==> src/rtl/cec_rx_pkg.sv <==
package cec_rx_pkg;
  localparam int OPND_MAX = 14;
  localparam int LEN_W    = 4;

  localparam int OFF_STAT    = 'h00;
  localparam int OFF_CTRL    = 'h04;
  localparam int OFF_EVT     = 'h08;
  localparam int OFF_MASK_LO = 'h0C;
  localparam int OFF_MASK_HI = 'h10;
  localparam int OFF_HDR     = 'h14;
  localparam int OFF_OPC     = 'h18;
  localparam int OFF_OPND    = 'h20;

  typedef struct packed {
    logic                     err;
    logic                     has_op;
    logic [LEN_W-1:0]         len;
    logic [7:0]               hdr;
    logic [7:0]               opc;
    logic [OPND_MAX-1:0][7:0] opnd;
  } frame_t;
endpackage

==> src/rtl/cec_rx_filter.sv <==
module cec_rx_filter (
  input  logic        valid_i,
  input  logic [3:0]  dest_i,
  input  logic [15:0] mask_i,
  output logic        accept_o
);
  assign accept_o = valid_i & mask_i[dest_i];
endmodule

==> src/rtl/cec_rx_store.sv <==
module cec_rx_store import cec_rx_pkg::*; #(
  parameter int DEPTH = 4
) (
  input  logic               clk_i,
  input  logic               rst_ni,
  input  logic               push_i,
  input  frame_t             frame_i,
  input  logic               pop_i,
  input  logic               flush_i,
  output frame_t             head_o,
  output logic [$clog2(DEPTH+1)-1:0] count_o,
  output logic               pushed_o
);
  localparam int CNT_W = $clog2(DEPTH+1);
  localparam int PTR_W = (DEPTH > 1) ? $clog2(DEPTH) : 1;

  frame_t             mem [DEPTH];
  logic [PTR_W-1:0]   wr_q, rd_q;
  logic [CNT_W-1:0]   cnt_q;
  logic               do_pop, do_push;

  function automatic logic [PTR_W-1:0] inc(input logic [PTR_W-1:0] p);
    return (p == PTR_W'(DEPTH-1)) ? '0 : p + 1'b1;
  endfunction

  assign do_pop   = pop_i && (cnt_q != '0);
  // a pop in the same cycle frees the slot a full queue needs
  assign do_push  = push_i && ((cnt_q != CNT_W'(DEPTH)) || do_pop);
  assign pushed_o = do_push && !flush_i;

  always_ff @(posedge clk_i or negedge rst_ni) begin
    if (!rst_ni) begin
      wr_q  <= '0;
      rd_q  <= '0;
      cnt_q <= '0;
    end else if (flush_i) begin
      wr_q  <= '0;
      rd_q  <= '0;
      cnt_q <= '0;
    end else begin
      if (do_push) wr_q <= inc(wr_q);
      if (do_pop)  rd_q <= inc(rd_q);
      cnt_q <= cnt_q + CNT_W'(do_push) - CNT_W'(do_pop);
    end
  end

  always_ff @(posedge clk_i) begin
    if (pushed_o) mem[wr_q] <= frame_i;
  end

  assign head_o  = mem[rd_q];
  assign count_o = cnt_q;
endmodule

==> src/rtl/cec_rx_regs.sv <==
module cec_rx_regs import cec_rx_pkg::*; #(
  parameter int DEPTH  = 4,
  parameter int ADDR_W = 8
) (
  input  logic               clk_i,
  input  logic               rst_ni,
  input  logic               we_i,
  input  logic [ADDR_W-1:0]  addr_i,
  input  logic [7:0]         wdata_i,
  output logic [7:0]         rdata_o,
  input  frame_t             head_i,
  input  logic [$clog2(DEPTH+1)-1:0] count_i,
  input  logic               pushed_i,
  output logic [15:0]        mask_o,
  output logic               pop_o,
  output logic               flush_o,
  output logic               irq_o
);
  logic [15:0] mask_q;
  logic [1:0]  ctrl_q;
  logic        ne_q;
  logic        empty;
  logic        wr_ctrl, wr_evt;

  assign empty   = (count_i == '0);
  assign wr_ctrl = we_i && (addr_i == ADDR_W'(OFF_CTRL));
  assign wr_evt  = we_i && (addr_i == ADDR_W'(OFF_EVT));

  always_ff @(posedge clk_i or negedge rst_ni) begin
    if (!rst_ni) begin
      mask_q <= '0;
      ctrl_q <= '0;
      ne_q   <= 1'b0;
    end else begin
      if (we_i && addr_i == ADDR_W'(OFF_MASK_LO)) mask_q[7:0]  <= wdata_i;
      if (we_i && addr_i == ADDR_W'(OFF_MASK_HI)) mask_q[15:8] <= wdata_i;
      // command bits live one cycle: the action completes at the next edge
      ctrl_q <= wr_ctrl ? wdata_i[1:0] : 2'b00;
      ne_q   <= pushed_i | (ne_q & ~(wr_evt & wdata_i[1]));
    end
  end

  assign mask_o  = mask_q;
  assign pop_o   = ctrl_q[0] & ~ctrl_q[1];
  assign flush_o = ctrl_q[1];
  assign irq_o   = ne_q;

  always_comb begin
    rdata_o = 8'h00;
    unique case (addr_i)
      ADDR_W'(OFF_STAT):    rdata_o = empty ? 8'h00 : {head_i.err, 3'(count_i), head_i.len};
      ADDR_W'(OFF_CTRL):    rdata_o = {6'b0, ctrl_q};
      ADDR_W'(OFF_EVT):     rdata_o = {6'b0, ne_q, 1'b0};
      ADDR_W'(OFF_MASK_LO): rdata_o = mask_q[7:0];
      ADDR_W'(OFF_MASK_HI): rdata_o = mask_q[15:8];
      ADDR_W'(OFF_HDR):     rdata_o = empty ? 8'h00 : head_i.hdr;
      ADDR_W'(OFF_OPC):     rdata_o = (empty || !head_i.has_op) ? 8'h00 : head_i.opc;
      default: begin
        for (int i = 0; i < OPND_MAX; i++) begin
          if (addr_i == ADDR_W'(OFF_OPND + 4*i) && !empty && (LEN_W'(i) < head_i.len))
            rdata_o = head_i.opnd[i];
        end
      end
    endcase
  end
endmodule

==> src/rtl/cec_rx_fifo.sv <==
module cec_rx_fifo import cec_rx_pkg::*; #(
  parameter int DEPTH  = 4,
  parameter int ADDR_W = 8
) (
  input  logic                  clk_i,
  input  logic                  rst_ni,
  input  logic                  frm_valid_i,
  input  logic [7:0]            frm_hdr_i,
  input  logic                  frm_has_op_i,
  input  logic [7:0]            frm_opc_i,
  input  logic [3:0]            frm_len_i,
  input  logic [OPND_MAX*8-1:0] frm_opnd_i,
  input  logic                  frm_err_i,
  input  logic                  reg_we_i,
  input  logic [ADDR_W-1:0]     reg_addr_i,
  input  logic [7:0]            reg_wdata_i,
  output logic [7:0]            reg_rdata_o,
  output logic                  irq_o
);
  localparam int CNT_W = $clog2(DEPTH+1);

  logic [15:0]      mask;
  logic             accept, pop, flush, pushed;
  logic [CNT_W-1:0] count;
  frame_t           in_frame, head;

  always_comb begin
    in_frame.err    = frm_err_i;
    in_frame.has_op = frm_has_op_i;
    in_frame.hdr    = frm_hdr_i;
    in_frame.opc    = frm_has_op_i ? frm_opc_i : 8'h00;
    in_frame.opnd   = frm_opnd_i;
    if (!frm_has_op_i)                   in_frame.len = '0;
    else if (frm_len_i > LEN_W'(OPND_MAX)) in_frame.len = LEN_W'(OPND_MAX);
    else                                 in_frame.len = frm_len_i;
  end

  cec_rx_filter i_filter (
    .valid_i  (frm_valid_i),
    .dest_i   (frm_hdr_i[3:0]),
    .mask_i   (mask),
    .accept_o (accept)
  );

  cec_rx_store #(.DEPTH(DEPTH)) i_store (
    .clk_i    (clk_i),
    .rst_ni   (rst_ni),
    .push_i   (accept),
    .frame_i  (in_frame),
    .pop_i    (pop),
    .flush_i  (flush),
    .head_o   (head),
    .count_o  (count),
    .pushed_o (pushed)
  );

  cec_rx_regs #(.DEPTH(DEPTH), .ADDR_W(ADDR_W)) i_regs (
    .clk_i    (clk_i),
    .rst_ni   (rst_ni),
    .we_i     (reg_we_i),
    .addr_i   (reg_addr_i),
    .wdata_i  (reg_wdata_i),
    .rdata_o  (reg_rdata_o),
    .head_i   (head),
    .count_i  (count),
    .pushed_i (pushed),
    .mask_o   (mask),
    .pop_o    (pop),
    .flush_o  (flush),
    .irq_o    (irq_o)
  );
endmodule

==> config.mk <==
export PLATFORM = sky130hd
export DESIGN_NAME = cec_rx_fifo
export DESIGN_NICKNAME = d
export VERILOG_FILES = /design/src/rtl/cec_rx_pkg.sv /design/src/rtl/cec_rx_filter.sv /design/src/rtl/cec_rx_store.sv /design/src/rtl/cec_rx_regs.sv /design/src/rtl/cec_rx_fifo.sv
export SDC_FILE = /design/constraint.sdc
export NUM_CORES = 1
export LEC_CHECK = 0
export ABC_AREA = 1
export CAP_MARGIN = 10
export CORE_MARGIN = 2
export CORE_UTILIZATION = 55
export DETAILED_ROUTE_END_ITERATION = 6
export MAX_ROUTING_LAYER = met4
export PLACE_DENSITY_LB_ADDON = 0.25
export SYNTH_ARGS = -nofsm -noshare
export SYNTH_HDL_FRONTEND = slang
export SYNTH_SLANG_ARGS = --single-unit
==> constraint.sdc <==
create_clock -name clk_i -period 18.3 [get_ports clk_i]
set_input_delay 1.83 -clock clk_i [delete_from_list [all_inputs] [get_ports clk_i]]
set_output_delay 1.83 -clock clk_i [all_outputs]
set_load 0.005 [all_outputs]
==> out/qor.yml <==
logic_synthesis:
  synth-main-ff-cell: "edfxtp_1"
  netlist_top_cells_count: "edfxtp_1, nor2_1, o21ai_0, nand2_1, o22ai_1"
  ys_seq_elements: 562
  synth_top_family_by_area: "simple AND/OR/NAND/NOR gates"
  synth_area_leaders: "edfxtp_1, o21ai_0, nor2_1"
  yosys_warnings: 0
  synth_top_cell_by_area: "edfxtp_1"
  synth.avg_cell_area_sq_um: 12.48
  synth_compound_area_share_pct: 11.07
  synthAdderAreaFrac_pct: 0.4710
  yosysTopAreaCellShare_pct: 70.45
  synthSimpleGateAreaFrac_pct: 11.64
  synth_most_common_cell: "edfxtp_1"
  synth-async-reset-ratio_pct: 4.626
  synth-xor-area-share_pct: 0
  synth_seq_area_share_pct: 73.30
  syn_nets: 1992
  synth_cell_type_count: 49
  syn_inst: 1830
  synth-edff-count: 536
  synthesis.area_sq_mm: 0.02285
  synthMuxAreaShare_pct: 0
clock_tree:
  ctsRootBufferMaster: "clkbuf_16"
  cts_buffer_depth: 3
  cts_tree: "done"
  cts_hold_buf: 0
  ctsResizeCount: 0
  cts_sinks: 562
  post_cts_buffers: 0
  clk_pin_slew_ps: 60
  clk_latency_ps: 600
  numCtsBuffers: 54
  htree_levels: 2
power_and_ir_drop:
  power_density_mw_per_mm2: 106.3
  p_switching_mw: 0.6555
  p_sw_share_pct: 23.27
  pwr-share-seq_pct: 54.4
  power_mw: 2.817
  p_leak_nw: 9.091
  comb_power_share_pct: 8.6
  p_int_mw: 2.161
  clkPwrFrac_pct: 37.0
  peakVddDrop_mv: 0.07993
job:
  maxCapViolCount: 0
setup_path:
  critPathMaxFanout: 106
  rrSetupSlack_ps: 13740
  startpoint_type: "flop"
  path_class: "reg2out"
  r2r-start: "i_store.count_o[2]"
  rr_worst_depth: 12
  cp_slowest_stage_delay_ps: 920
  critPathCapture: "reg_rdata_o[1]"
  crit_required_ps: 16470
  cp_num_buf_inv: 4
  cp_num_cells: 13
  critical-path-top-delay-family: "buffers and inverters"
  r2r_end: "i_store.mem[3][107]"
  slowest_stage: "buf_4"
  worst_setup_path_end_kind: "output pin"
  arrival_ps: 5360
  path_cells: "inv_6 > buf_4 > nand2_1 > nand3_2 > nand2_4 > nor4_1 > inv_1 > a211oi_1 > nor2_1 > nand4_1 > nand2_1 > nand4_1 > clkdlybuf4s50_1"
  worstSetupStartpoint: "i_store.rd_q[0]"
die:
  die_x_um: 207.8
  ios: 163
  core_area_sq_mm: 0.04092
  dieArea_sq_mm: 0.04318
  num_rows: 74
  initial_core_util_pct: 55.82
  chipHeight_um: 207.8
timing:
  worst_slack_ps: 11110
  finClkSkew_ps: 18.66
  fin_crit_sh_pct: 39.29
  fmax_mhz: 139.1
  finalSetupViolCount: 0
  hold_viol: 0
  max_slew_margin_pct: 28.60
  fin_crit_ps: 7191
  final.setup.tns_ps: 0
  rsz0062_at_grt: "false"
  slew_violations: 0
  tightestPinTransition_ps: 1063
global_route:
  grt_pass1_wl_um: 87560
  grt_start_max_net_pins: 107
  antenna_found_initial: 7
  gr-usage-all-layers_pct: 27.26
  grt_pass1_vias: 14860
  grt_overflow: 0
routing:
  viasPerCell: 5.985
  route.vias.total: 15270
  drc_errors: 0
  drt_pass1_iterations: 5
  wire_per_inst_um: 22.40
  antenna_left: 0
  routed_wirelength_um: 57140
  dr.first_iter.drc_count: 1683
run_status:
  status: "complete, no violations"
placed_design:
  dp_hpwl_um: 35080
  dp_slack_ps: 11450
  gp_congestion: 0.9439
  io_buffers: 162
  dp_cells: 2445
layout:
  drive_gt1_share_pct: 6.554
  layout.cells.non_filler: 2551
  final_nets: 2131
  area_delta_synth_final_pct: 15.98
hold_path:
  min_path_type: "reg2reg"
==> state kept, by name (all words and copies together), names as in the netlist <==
name,cells
i_regs.mask_o,16
i_regs.ctrl_q,2
i_store.rd_q,2
i_regs.irq_o,1
i_store.mem,536
i_store.wr_q,2
i_store.count_o,3
==> power by group through the flow <==
| stage | logic [mW] | clock network [mW] | registers (mW) |
|---|---|---|---|
| finish | 0.241 | 1.04 | 1.53 |
| global route | 0.264 | 1.11 | 1.54 |
| CTS | 0.242 | 1.06 | 1.53 |
| floorplan | 0.128 | 0 | 1.57 |
| detailed placement | 0.241 | 0 | 1.56 |
| global placement | 0.237 | 0 | 1.56 |
==> metrics by stage <==
| stage | instance area (sq um) | hold slack (ps) | util [%] |
|---|---|---|---|
| 6_report | 26500 | 519.1 | 64.75 |
| 5_1_grt | 26500 | 537.6 | 64.75 |
| 2_1_floorplan | 22850 | 463.2 | - |
| 3_5_place_dp | 24840 | 507.8 | 60.69 |
| 4_1_cts | 26480 | 510.4 | 64.72 |
| 3_3_place_gp | 24840 | 503.3 | 60.69 |
==> routing by layer <==
layer | track usage, % | vias up | wire length (um)
met4 | 7.459 | 0 | 1451
met5 | - | - | 0
met3 | 6.203 | 100 | 4934
li1 | - | 6978 | -
met2 | 41.85 | 669 | 27410
met1 | 37.04 | 7521 | 23340
==> kinds of logic (layout without fill, tap and decap cells) <==
| group | Yosys count | count (layout) |
|---|---|---|
| buffers and inverters | 184 | 368 |
| DFF | 562 | 562 |
| other | 0 | 5 |
| adders and majority gates | 8 | 8 |
| AOI/OAI and AO/OA | 446 | 446 |
| and+or+nand+nor | 630 | 630 |
==> final cells by class <==
type	count	area [sq um]
Antenna cell	5	12.51
Clock buffer	71	1435
Multi-Input combinational cell	1084	5326
Clock inverter	30	214.0
Tap cell	532	665.6
Timing Repair Buffer	179	1749
Inverter	88	340.3
Sequential cell	562	16750
Fill cell	3048	14430
==> worst min path at each step <==
stage / startpoint / endpoint / cells past startpoint
after floorplan: i_regs.ctrl_q[1] / i_store.count_o[0] / 1
after global placement: i_regs.mask_o[14] / i_regs.mask_o[14] / 2
after detailed placement: i_regs.ctrl_q[1] / i_store.count_o[0] / 1
after CTS: i_regs.ctrl_q[1] / i_store.count_o[1] / 1
after global routing: i_regs.ctrl_q[1] / i_store.count_o[0] / 1
final: i_regs.ctrl_q[1] / i_store.count_o[0] / 1
==> placed cells by master (no fill, tap or decap), types with 10 or more instances in the layout <==
| cell type | instances |
|---|---|
| nand2_1 | 214 |
| o21ai_0 | 254 |
| nand3_1 | 58 |
| nor2_1 | 283 |
| clkdlybuf4s50_1 | 162 |
| buf_4 | 17 |
| o22ai_1 | 98 |
| clkbuf_1 | 15 |
| clkinv_1 | 15 |
| dfrtp_1 | 24 |
| clkbuf_16 | 54 |
| nand4_1 | 31 |
| a21oi_1 | 39 |
| edfxtp_1 | 536 |
| inv_1 | 75 |
| nor3_1 | 10 |
No activity file was read; power rests on OpenSTA's default activity.
